`config.mk`:
```
export PLATFORM = sky130hd
export DESIGN_NAME = hot_chunk_tracker
export DESIGN_NICKNAME = d
export VERILOG_FILES = /design/src/rtl/hot_chunk_pkg.sv /design/src/rtl/htrk_tag_cam.sv /design/src/rtl/htrk_recency.sv /design/src/rtl/hot_chunk_tracker.sv
export SDC_FILE = /design/constraint.sdc
export NUM_CORES = 2
export LEC_CHECK = 0
export ABC_AREA = 1
export BUFFER_PORTS_ARGS = -buffer_cell sky130_fd_sc_hd__buf_2
export CORE_MARGIN = 3
export CORE_UTILIZATION = 40
export CTS_CLUSTER_SIZE = 16
export DETAILED_ROUTE_END_ITERATION = 6
export GPL_TIMING_DRIVEN = 0
export SLEW_MARGIN = 25
export SYNTH_ARGS = -nofsm -noshare
export SYNTH_HDL_FRONTEND = slang
export SYNTH_SLANG_ARGS = --single-unit
```
`constraint.sdc`:
```
create_clock -name clk -period 16.1 [get_ports clk]
set_clock_uncertainty 0.2 [all_clocks]
set_input_delay 3.22 -clock clk [delete_from_list [all_inputs] [get_ports clk]]
set_output_delay 3.22 -clock clk [all_outputs]
set_load 0.005 [all_outputs]
```
`src/rtl/hot_chunk_pkg.sv`:
```
package hot_chunk_pkg;
    typedef enum logic [0:0] {
        ST_IDLE  = 1'b0,
        ST_ALLOC = 1'b1
    } trk_state_t;
endpackage

```
`src/rtl/htrk_tag_cam.sv`:
```
module htrk_tag_cam #(
    parameter int DEPTH = 32,
    parameter int SEG_W = 16,
    localparam int IDX_W = $clog2(DEPTH)
) (
    input  logic             clk,
    input  logic             rst_n,
    input  logic [SEG_W-1:0] look_seg,
    output logic             hit,
    output logic [IDX_W-1:0] hit_idx,
    input  logic             ins_en,
    input  logic [IDX_W-1:0] ins_idx,
    input  logic [SEG_W-1:0] ins_seg
);
    logic [SEG_W-1:0] tag_q [DEPTH];
    logic [DEPTH-1:0] vld_q;
    logic [DEPTH-1:0] match;

    for (genvar g = 0; g < DEPTH; g++) begin : g_cmp
        assign match[g] = vld_q[g] && (tag_q[g] == look_seg);
    end

    always_comb begin
        hit_idx = '0;
        for (int i = 0; i < DEPTH; i++) begin
            if (match[i]) hit_idx = IDX_W'(i);
        end
    end
    assign hit = |match;

    always_ff @(posedge clk) begin
        if (!rst_n) begin
            vld_q <= '0;
            for (int i = 0; i < DEPTH; i++) tag_q[i] <= '0;
        end else if (ins_en) begin
            vld_q[ins_idx] <= 1'b1;
            tag_q[ins_idx] <= ins_seg;
        end
    end

    // a segment occupies at most one window entry
    p_unique_tag_r5: assert property (@(posedge clk) disable iff (!rst_n)
        $onehot0(match));
endmodule

```
`src/rtl/htrk_recency.sv`:
```
module htrk_recency #(
    parameter int DEPTH = 32,
    localparam int IDX_W = $clog2(DEPTH)
) (
    input  logic             clk,
    input  logic             rst_n,
    input  logic             touch_en,
    input  logic [IDX_W-1:0] touch_idx,
    output logic [IDX_W-1:0] oldest_idx
);
    logic [IDX_W-1:0] age_q [DEPTH];
    logic [DEPTH-1:0] is_oldest;

    for (genvar g = 0; g < DEPTH; g++) begin : g_old
        assign is_oldest[g] = (age_q[g] == IDX_W'(DEPTH - 1));
    end

    always_comb begin
        oldest_idx = '0;
        for (int i = 0; i < DEPTH; i++) begin
            if (is_oldest[i]) oldest_idx = IDX_W'(i);
        end
    end

    always_ff @(posedge clk) begin
        if (!rst_n) begin
            for (int i = 0; i < DEPTH; i++) age_q[i] <= IDX_W'(i);
        end else if (touch_en) begin
            for (int i = 0; i < DEPTH; i++) begin
                if (IDX_W'(i) == touch_idx)
                    age_q[i] <= '0;
                else if (age_q[i] < age_q[touch_idx])
                    age_q[i] <= age_q[i] + 1'b1;
            end
        end
    end

    // ages stay a permutation, so exactly one entry is the eviction choice
    p_one_oldest_r5: assert property (@(posedge clk) disable iff (!rst_n)
        $countones(is_oldest) == 1);
    // a touched entry becomes the youngest
    p_touch_youngest_r5: assert property (@(posedge clk) disable iff (!rst_n)
        touch_en |=> (oldest_idx != $past(touch_idx)));
endmodule

```
`src/rtl/hot_chunk_tracker.sv`:
```
module hot_chunk_tracker
    import hot_chunk_pkg::*;
#(
    parameter int SEG_W   = 16,
    parameter int CHUNKS  = 4,
    parameter int DEPTH   = 32,
    parameter int THRESH  = 100,
    parameter int PHYS_W  = 16,
    localparam int OFF_W  = $clog2(CHUNKS)
) (
    input  logic              clk,
    input  logic              rst_n,
    input  logic              wr_valid,
    output logic              wr_ready,
    input  logic [SEG_W-1:0]  wr_seg,
    input  logic [OFF_W-1:0]  wr_off,
    output logic              alloc_req,
    input  logic              alloc_gnt,
    input  logic [PHYS_W-1:0] alloc_chunk,
    output logic              remap_valid,
    output logic [SEG_W-1:0]  remap_seg,
    output logic [OFF_W-1:0]  remap_off,
    output logic [PHYS_W-1:0] remap_phys
);
    localparam int IDX_W = $clog2(DEPTH);
    localparam int CNT_W = $clog2(THRESH + 1);

    trk_state_t       state_q, state_d;
    logic             hit;
    logic [IDX_W-1:0] hit_idx, oldest_idx, tgt_idx;
    logic [CNT_W-1:0] cnt_q [DEPTH][CHUNKS];
    logic [CNT_W-1:0] cur_cnt, nxt_cnt;
    logic             accept, reach;
    logic [IDX_W-1:0] pend_idx;
    logic [SEG_W-1:0] pend_seg;
    logic [OFF_W-1:0] pend_off;

    htrk_tag_cam #(.DEPTH(DEPTH), .SEG_W(SEG_W)) u_cam (
        .clk(clk), .rst_n(rst_n),
        .look_seg(wr_seg), .hit(hit), .hit_idx(hit_idx),
        .ins_en(accept && !hit), .ins_idx(oldest_idx), .ins_seg(wr_seg)
    );

    htrk_recency #(.DEPTH(DEPTH)) u_age (
        .clk(clk), .rst_n(rst_n),
        .touch_en(accept), .touch_idx(tgt_idx), .oldest_idx(oldest_idx)
    );

    assign accept  = wr_valid && wr_ready;
    assign tgt_idx = hit ? hit_idx : oldest_idx;
    assign cur_cnt = hit ? cnt_q[hit_idx][wr_off] : '0;
    assign nxt_cnt = cur_cnt + 1'b1;
    assign reach   = (nxt_cnt == CNT_W'(THRESH));

    // state register
    always_ff @(posedge clk) begin
        if (!rst_n) state_q <= ST_IDLE;
        else        state_q <= state_d;
    end

    always_comb begin
        state_d = state_q;
        unique case (state_q)
            ST_IDLE:  if (accept && reach) state_d = ST_ALLOC;
            ST_ALLOC: if (alloc_gnt)       state_d = ST_IDLE;
            default:                       state_d = ST_IDLE;
        endcase
    end

    // outputs
    always_comb begin
        wr_ready  = 1'b0;
        alloc_req = 1'b0;
        unique case (state_q)
            ST_IDLE:  wr_ready  = 1'b1;
            ST_ALLOC: alloc_req = 1'b1;
            default:  wr_ready  = 1'b0;
        endcase
    end

    always_ff @(posedge clk) begin
        if (!rst_n) begin
            remap_valid <= 1'b0;
            remap_seg   <= '0;
            remap_off   <= '0;
            remap_phys  <= '0;
        end else begin
            remap_valid <= alloc_req && alloc_gnt;
            if (alloc_req && alloc_gnt) begin
                remap_seg  <= pend_seg;
                remap_off  <= pend_off;
                remap_phys <= alloc_chunk;
            end
        end
    end

    // pending chunk awaiting a reserved replacement
    always_ff @(posedge clk) begin
        if (!rst_n) begin
            pend_idx <= '0;
            pend_seg <= '0;
            pend_off <= '0;
        end else if (accept && reach) begin
            pend_idx <= tgt_idx;
            pend_seg <= wr_seg;
            pend_off <= wr_off;
        end
    end

    // per-chunk counters of the window
    always_ff @(posedge clk) begin
        if (!rst_n) begin
            for (int i = 0; i < DEPTH; i++)
                for (int c = 0; c < CHUNKS; c++) cnt_q[i][c] <= '0;
        end else if (accept) begin
            if (!hit)
                for (int c = 0; c < CHUNKS; c++) cnt_q[tgt_idx][c] <= '0;
            cnt_q[tgt_idx][wr_off] <= nxt_cnt;
        end else if (alloc_req && alloc_gnt) begin
            cnt_q[pend_idx][pend_off] <= '0;
        end
    end

    // a counted chunk never sits at or above the threshold when hit
    p_cnt_below_r2: assert property (@(posedge clk) disable iff (!rst_n)
        (accept && hit) |-> (cur_cnt < CNT_W'(THRESH)));
    // request held until granted
    p_req_hold_r6: assert property (@(posedge clk) disable iff (!rst_n)
        (alloc_req && !alloc_gnt) |=> alloc_req);
    // no write accepted while waiting for the pool
    p_stall_r9: assert property (@(posedge clk) disable iff (!rst_n)
        alloc_req |-> !wr_ready);
    // grant produces a remap event next cycle
    p_remap_after_gnt_r7: assert property (@(posedge clk) disable iff (!rst_n)
        (alloc_req && alloc_gnt) |=> remap_valid);
    // remap event lasts one cycle
    p_remap_pulse_r7: assert property (@(posedge clk) disable iff (!rst_n)
        remap_valid |=> !remap_valid);
    // remapped chunk restarts from zero
    p_restart_r8: assert property (@(posedge clk) disable iff (!rst_n)
        (alloc_req && alloc_gnt) |=> (cnt_q[$past(pend_idx)][$past(pend_off)] == '0));
endmodule

```
Word level (Yosys, flattened, before mapping)
Memories as Yosys holds them, arrays and structs flattened.
Cells that the tools add are included.
- flip-flop bits (word level): 91
- memory bits (writable): 1568
- input bits: 38
- output and inout port bits: 37
- logic and storage cells: 801
- memories: 3
- $add $sub $neg: 33
- order comparisons: 38
- equal/unequal tests: 95
- mux-type cells: 482
- bitwise operators: 96
- reduce and logical (&&, ||, !) cells: 45
- memory list (name ; words ; bits a word ; read ports ; clocked after memory_dff ; wr ports ; RTL line ; RTL):
    cnt_q ; 32 ; 28 ; 1 ; 0 ; 32 ; hot_chunk_tracker.sv:31 ; logic [CNT_W-1:0] cnt_q [DEPTH][CHUNKS];
    u_cam.tag_q ; 32 ; 16 ; 32 ; 0 ; 32 ; htrk_tag_cam.sv:15 ; logic [SEG_W-1:0] tag_q [DEPTH];
    u_age.age_q ; 32 ; 5 ; 33 ; 0 ; 32 ; htrk_recency.sv:11 ; logic [IDX_W-1:0] age_q [DEPTH];
- operators with widths (cell ; number):
    equality test 16 bit ; 32
    2-to-1 mux 5 bit ; 100
    2-to-1 mux 1 bit ; 337
    2-to-1 mux 28 bit ; 6
    adder 5 x 1 -> 5 bit (second input constant) ; 32
    < comparator 5 bit ; 32
    equality test 5 bit (second input constant) ; 31
    bitwise OR 1 bit ; 92
    equality test 5 bit (first input constant) ; 16
    2-to-1 mux 4 bit ; 16
    OR reduction 28 bit ; 2
    equality test 4 x 5 -> 1 bit (first input constant) ; 8
    logical AND 1 bit ; 39
    2-to-1 mux 7 bit ; 5
    bitwise OR 32 bit ; 1
    OR reduction 32 bit ; 1
    demux 7 bit (select 2 bit) ; 2
    2-to-1 mux 3 bit ; 8
    equality test 3 x 5 -> 1 bit (first input constant) ; 4
    2-to-1 mux 16 bit ; 1
    OR reduction 16 bit ; 1
    binary-select mux 7 bit (select 2 bit) ; 1
    equality test 2 x 5 -> 1 bit (first input constant) ; 2
    2-to-1 mux 2 bit ; 4
    13 further kinds ; 16

Logic depth before layout (Yosys ltp)
An unclocked memory read counts as a cell.
- depth after elaboration: 44
- gate-level depth with buffers: 62
- depth with buffers taken out: 58

By module
From an unflattened synthesis, not the netlist that was laid out.
- cell total of the unflattened synthesis: 8630
- area, all modules: 82496.6 um2
- modules (own cells, without submodules) (module ; instances ; cells an instance ; area an instance (um2) ; sequential area each (um2)):
    hot_chunk_tracker ; 1 ; 4660 ; 43769.5 ; 28086.9
    htrk_tag_cam ; 1 ; 2501 ; 25769.7 ; 16015.4
    htrk_recency ; 1 ; 1469 ; 12957.4 ; 4804.6

Worst setup path before layout
No wires, ideal clock.
- path kind: input to register
- start point: in wr_seg[15]
- end point: mem u_age.age_q[17][0] (netlist name) (enable)
- library setup time: 0.319 ns
- data arrival time: 9.633 ns
- data required time: 15.581 ns
- slack: 5.949 ns
- cell stages on the path: 45
- path buffers: 7
- cells stage by stage: buf_4 inv_2 buf_6 buf_8 buf_6 buf_6 nor2_1 nor4b_2 nand4_1 a2111oi_2 nand4_1 nand2_1 nand2_1 nand2_1 nand2_1 nand2_1 nand2_1 nand2_1 [9 not listed] nand2_1 nand2_2 inv_2 nand2_1 buf_2 clkinv_1 a22o_1 a21oi_1 nand3_1 nand3_1 nor2_1 a31oi_1 ha_1 nand2_1 o21ai_0 a2111oi_0 nand2_1 nand3_1
- RTL lines (item ; RTL line ; RTL):
    start: declaration ; hot_chunk_tracker.sv:15 ; input logic [SEG_W-1:0] wr_seg,
    end: declaration ; htrk_recency.sv:11 ;

==> summary.txt <==
Setup path
  – Max incr delay on CP: 890 ps
  – R2R Setup Slk: 6000 ps
  – Setup crit end kind: flip-flop
  – Reg2Reg Depth: 52
  – WP data required: 16450 ps
  – Setup crit start kind: primary input
  – Crit Path Max Fanout: 17
  – Crit-path slowest cell: clkbuf_1
  – Setup CP Type: in2reg
  – Worst Path Arrival: 14110 ps
  – Worst R2R End: u_age.age_q[21][4]
  – Most frequent CP cell: nand2_1
  – FF-to-FF Start: u_cam.tag_q[4][9]

Synthesis
  – Syn avg cell area: 8.91 um2
  – Synthesized netlist net count: 10100
  – Main flop type after synthesis: edfxtp_1
  – Number of synthesized flops with an enable pin: 1568
  – Yosys warnings: 0
  – Post-synthesis cell type count: 61
  – Synthesized flop and latch total: 1659
  – XOR/XNOR share of the synthesized area: 1.73%
  – Compound-cell area share of the yosys netlist: 7.43%
  – Largest cells by area after synthesis: edfxtp_1, nor2_1, nand2_1
  – Post-synth ARST share: 0%
  – Yosys top cell by area: edfxtp_1
  – Post-synthesis mux area share: 0%
  – Netlist Area Pre-Place: 0.0876 mm2
  – Synth Area in Simple Gates: 25.8%
  – Largest family of logic cells by synthesized area: simple AND/OR/NAND/NOR gates
  – Post-synth top area share: 53.8%
  – Syn Inst Count: 9835
  – Sequential fraction of the synthesis area: 55.8%
  – Post-Synth Adder-Cell Area: 2.76%

Placed design
  – Placed Cells incl. Taps: 12800
  – HPWL after DPL: 333000 um
  – Area after DPL: 0.0936 mm2
  – GPL Wtd Cong: 1.08
  – PortBufs: 68

Clocking
  – CTS tree: built
  – Reg clk slew, reported paths: 60 ps
  – Clock Latency Late Sink: 900 ps
  – Clk sink count: 1659
  – Htree depth: 4
  – Setup repair bufs after CTS: 0
  – Num CTS Buffers: 189
  – Cts-stage hold buffer count: 0
  – CTS resizes: 0
  – Root Driver: clkbuf_16
  – CTS max path bufs: 3

Finish
  – Final Core Density: 46.0%
  – Finished Layout Cells: 13200
  – Most frequent cells in the layout: nor2_1, nand2_1, edfxtp_1
  – Share of layout cells above drive strength 1: 9.54%
  – Nets: 10400
  – Area grow syn2layout: 14.1%
  – Design area: 0.100 mm2
  – Most common cell after layout, fill and taps aside: nor2_1

Power and ir drop
  – Total leakage power: 0.0392 uW
  – Power Internal: 10400 uW
  – Power per standard cell area: 183 mW/mm2
  – Flop pwr share: 32.3%
  – Clk pwr share: 24.1%
  – Comb pwr share: 43.6%
  – Sw Ratio: 43.2%
  – Worst vdd ir: 0.439 mV
  – Total power: 18300 uW
  – Sw Pwr: 7910 uW

Timing
  – Final hold vios: 0
  – Final Setup Violations: 0
  – Actual slew at the worst max-slew pin: 1300 ps
  – Minimum clock period: 13770 ps
  – RSZ-0062 raised after global routing: false
  – Final Cycle Share: 85.5%
  – Fmax: 72.6 MHz
  – Relative slew slack: 13.2%
  – Slew Limit Fails: 0

Detailed routing
  – Drc violations: 55
  – Routed WL: 471000 um
  – Wirelength per Cell: 35.6 um
  – Iteration count of the initial detailed-routing pass: 7
  – DRT antenna net count: 0
  – Iteration-0 DRC Markers: 13900
  – Vias per inst: 6.28
  – Detailed-route via count: 83200

Floorplanning
  – Die area: 0.225 mm2
  – Core ar.: 0.217 mm2
  – Initial Utilization: 40.3%
  – Die Ht: 474 um
  – Die X: 474 um
  – Top-level I/O count: 75
  – # rows: 171

Run status
  – Violated checks: DRC
  – Outcome: complete, but fails checks

Run
  – Max-cap violations: 0

Global routing
  – Grt ovf: 0
  – Vias in the first global route: 75900
  – Initial antenna violation count: 50
  – First-pass GRT wire length: 630000 um
  – Largest net degree at the start of global routing: 18
  – Gr usage total: 41.1%

Hold path
  – Worst hold path class: reg2reg
  – Worst hold start: u_cam.vld_q[23]
  – WHS Endpoint: u_cam.vld_q[23]
  – Hold path depth: 2
[metal layers]
layer	global-route usage (%)	vias to the layer above	part of all wire (%)	wire [um]
met5	0.346	-	0.042	199
met4	31.9	18	9.4	44300
met3	14.5	1823	13	60300
met2	60.1	6774	42	199000
met1	49.2	40300	35	167000
li1	-	34300	-	-
[logic make-up (layout without fill, tap and decap cells)]
kind of cell,Yosys count,in the layout
simple gates,5320,5320
other cells,0,59
compound gates,1111,1111
flops,1659,1659
xor+xnor,173,173
buf+inv,1379,1871
fa+ha+maj,193,193
[area by class of cell]
type	instances	area, um2
repair buffers	148	2100
clock buffers	252	5230
clock inverters	92	890
diodes	59	148
fillers	21100	117000
multi-input cells	6797	33200
plain buffers	589	2900
well taps	2854	3570
inverters	790	2970
flip-flops and latches	1659	48900
[synth_stat cells, drive strengths merged, types with 91 or more instances]
master  instances
nand4         161
nor3          116
nor4          106
o21ai         576
inv           789
xor2          130
edfxtp       1568
a21oi         120
o22ai         190
buf           281
or2            97
ha            193
nand2        1758
nand3         738
clkbuf        308
nor2         2195
dfxtp          91
[critical path, delay by kind of cell]
family                   cells  cell delay (ps)
AND/OR/NAND/NOR             12             2890
adder cells (fa/ha/maj)      1              190
buffers and inverters       12             5560
AO/OA/AOI/OAI                8             2170
[worst max path at each step]
stage                         endpoint        from  slack (ps)  depth (start not counted)
finish              u_age.age_q[21][4]  wr_seg[14]        2330                         33
global placement    u_age.age_q[17][1]   wr_seg[9]       -1010                         34
global route        u_age.age_q[21][4]  wr_seg[14]        2160                         33
floorplan           u_age.age_q[17][0]  wr_seg[15]        5950                         45
detailed placement  u_age.age_q[21][0]  wr_seg[14]        2030                         32
CTS                 u_age.age_q[17][0]  wr_seg[14]        2910                         32
[state kept, by name (all words and copies together), names as in the netlist]
signal       flops
remap_phys      16
state_q          1
u_cam.vld_q     32
u_cam.tag_q    512
u_age.age_q    160
remap_valid      1
pend_off         2
pend_seg        16
remap_off        2
cnt_q          896
pend_idx         5
remap_seg       16
[power groups by stage]
stage | Sequential [uW] | Clock (uW) | Combinational [uW]
floorplan | 5820 | 0 | 4420
global placement | 5960 | 0 | 6510
detailed placement | 5990 | 0 | 7650
CTS | 5900 | 4390 | 7680
global route | 5970 | 4570 | 8620
finish | 5920 | 4420 | 7980
[stage by stage]
stage	setup TNS, ps	hold slack [ps]	worst slack [ps]
global route	0	290	2160
CTS	0	262	2910
global placement	-171400	249	-1010
floorplan	0	229	5950
detailed placement	0	250	2030
finish	0	260	2330
Power figures use the tool's default switching activity.
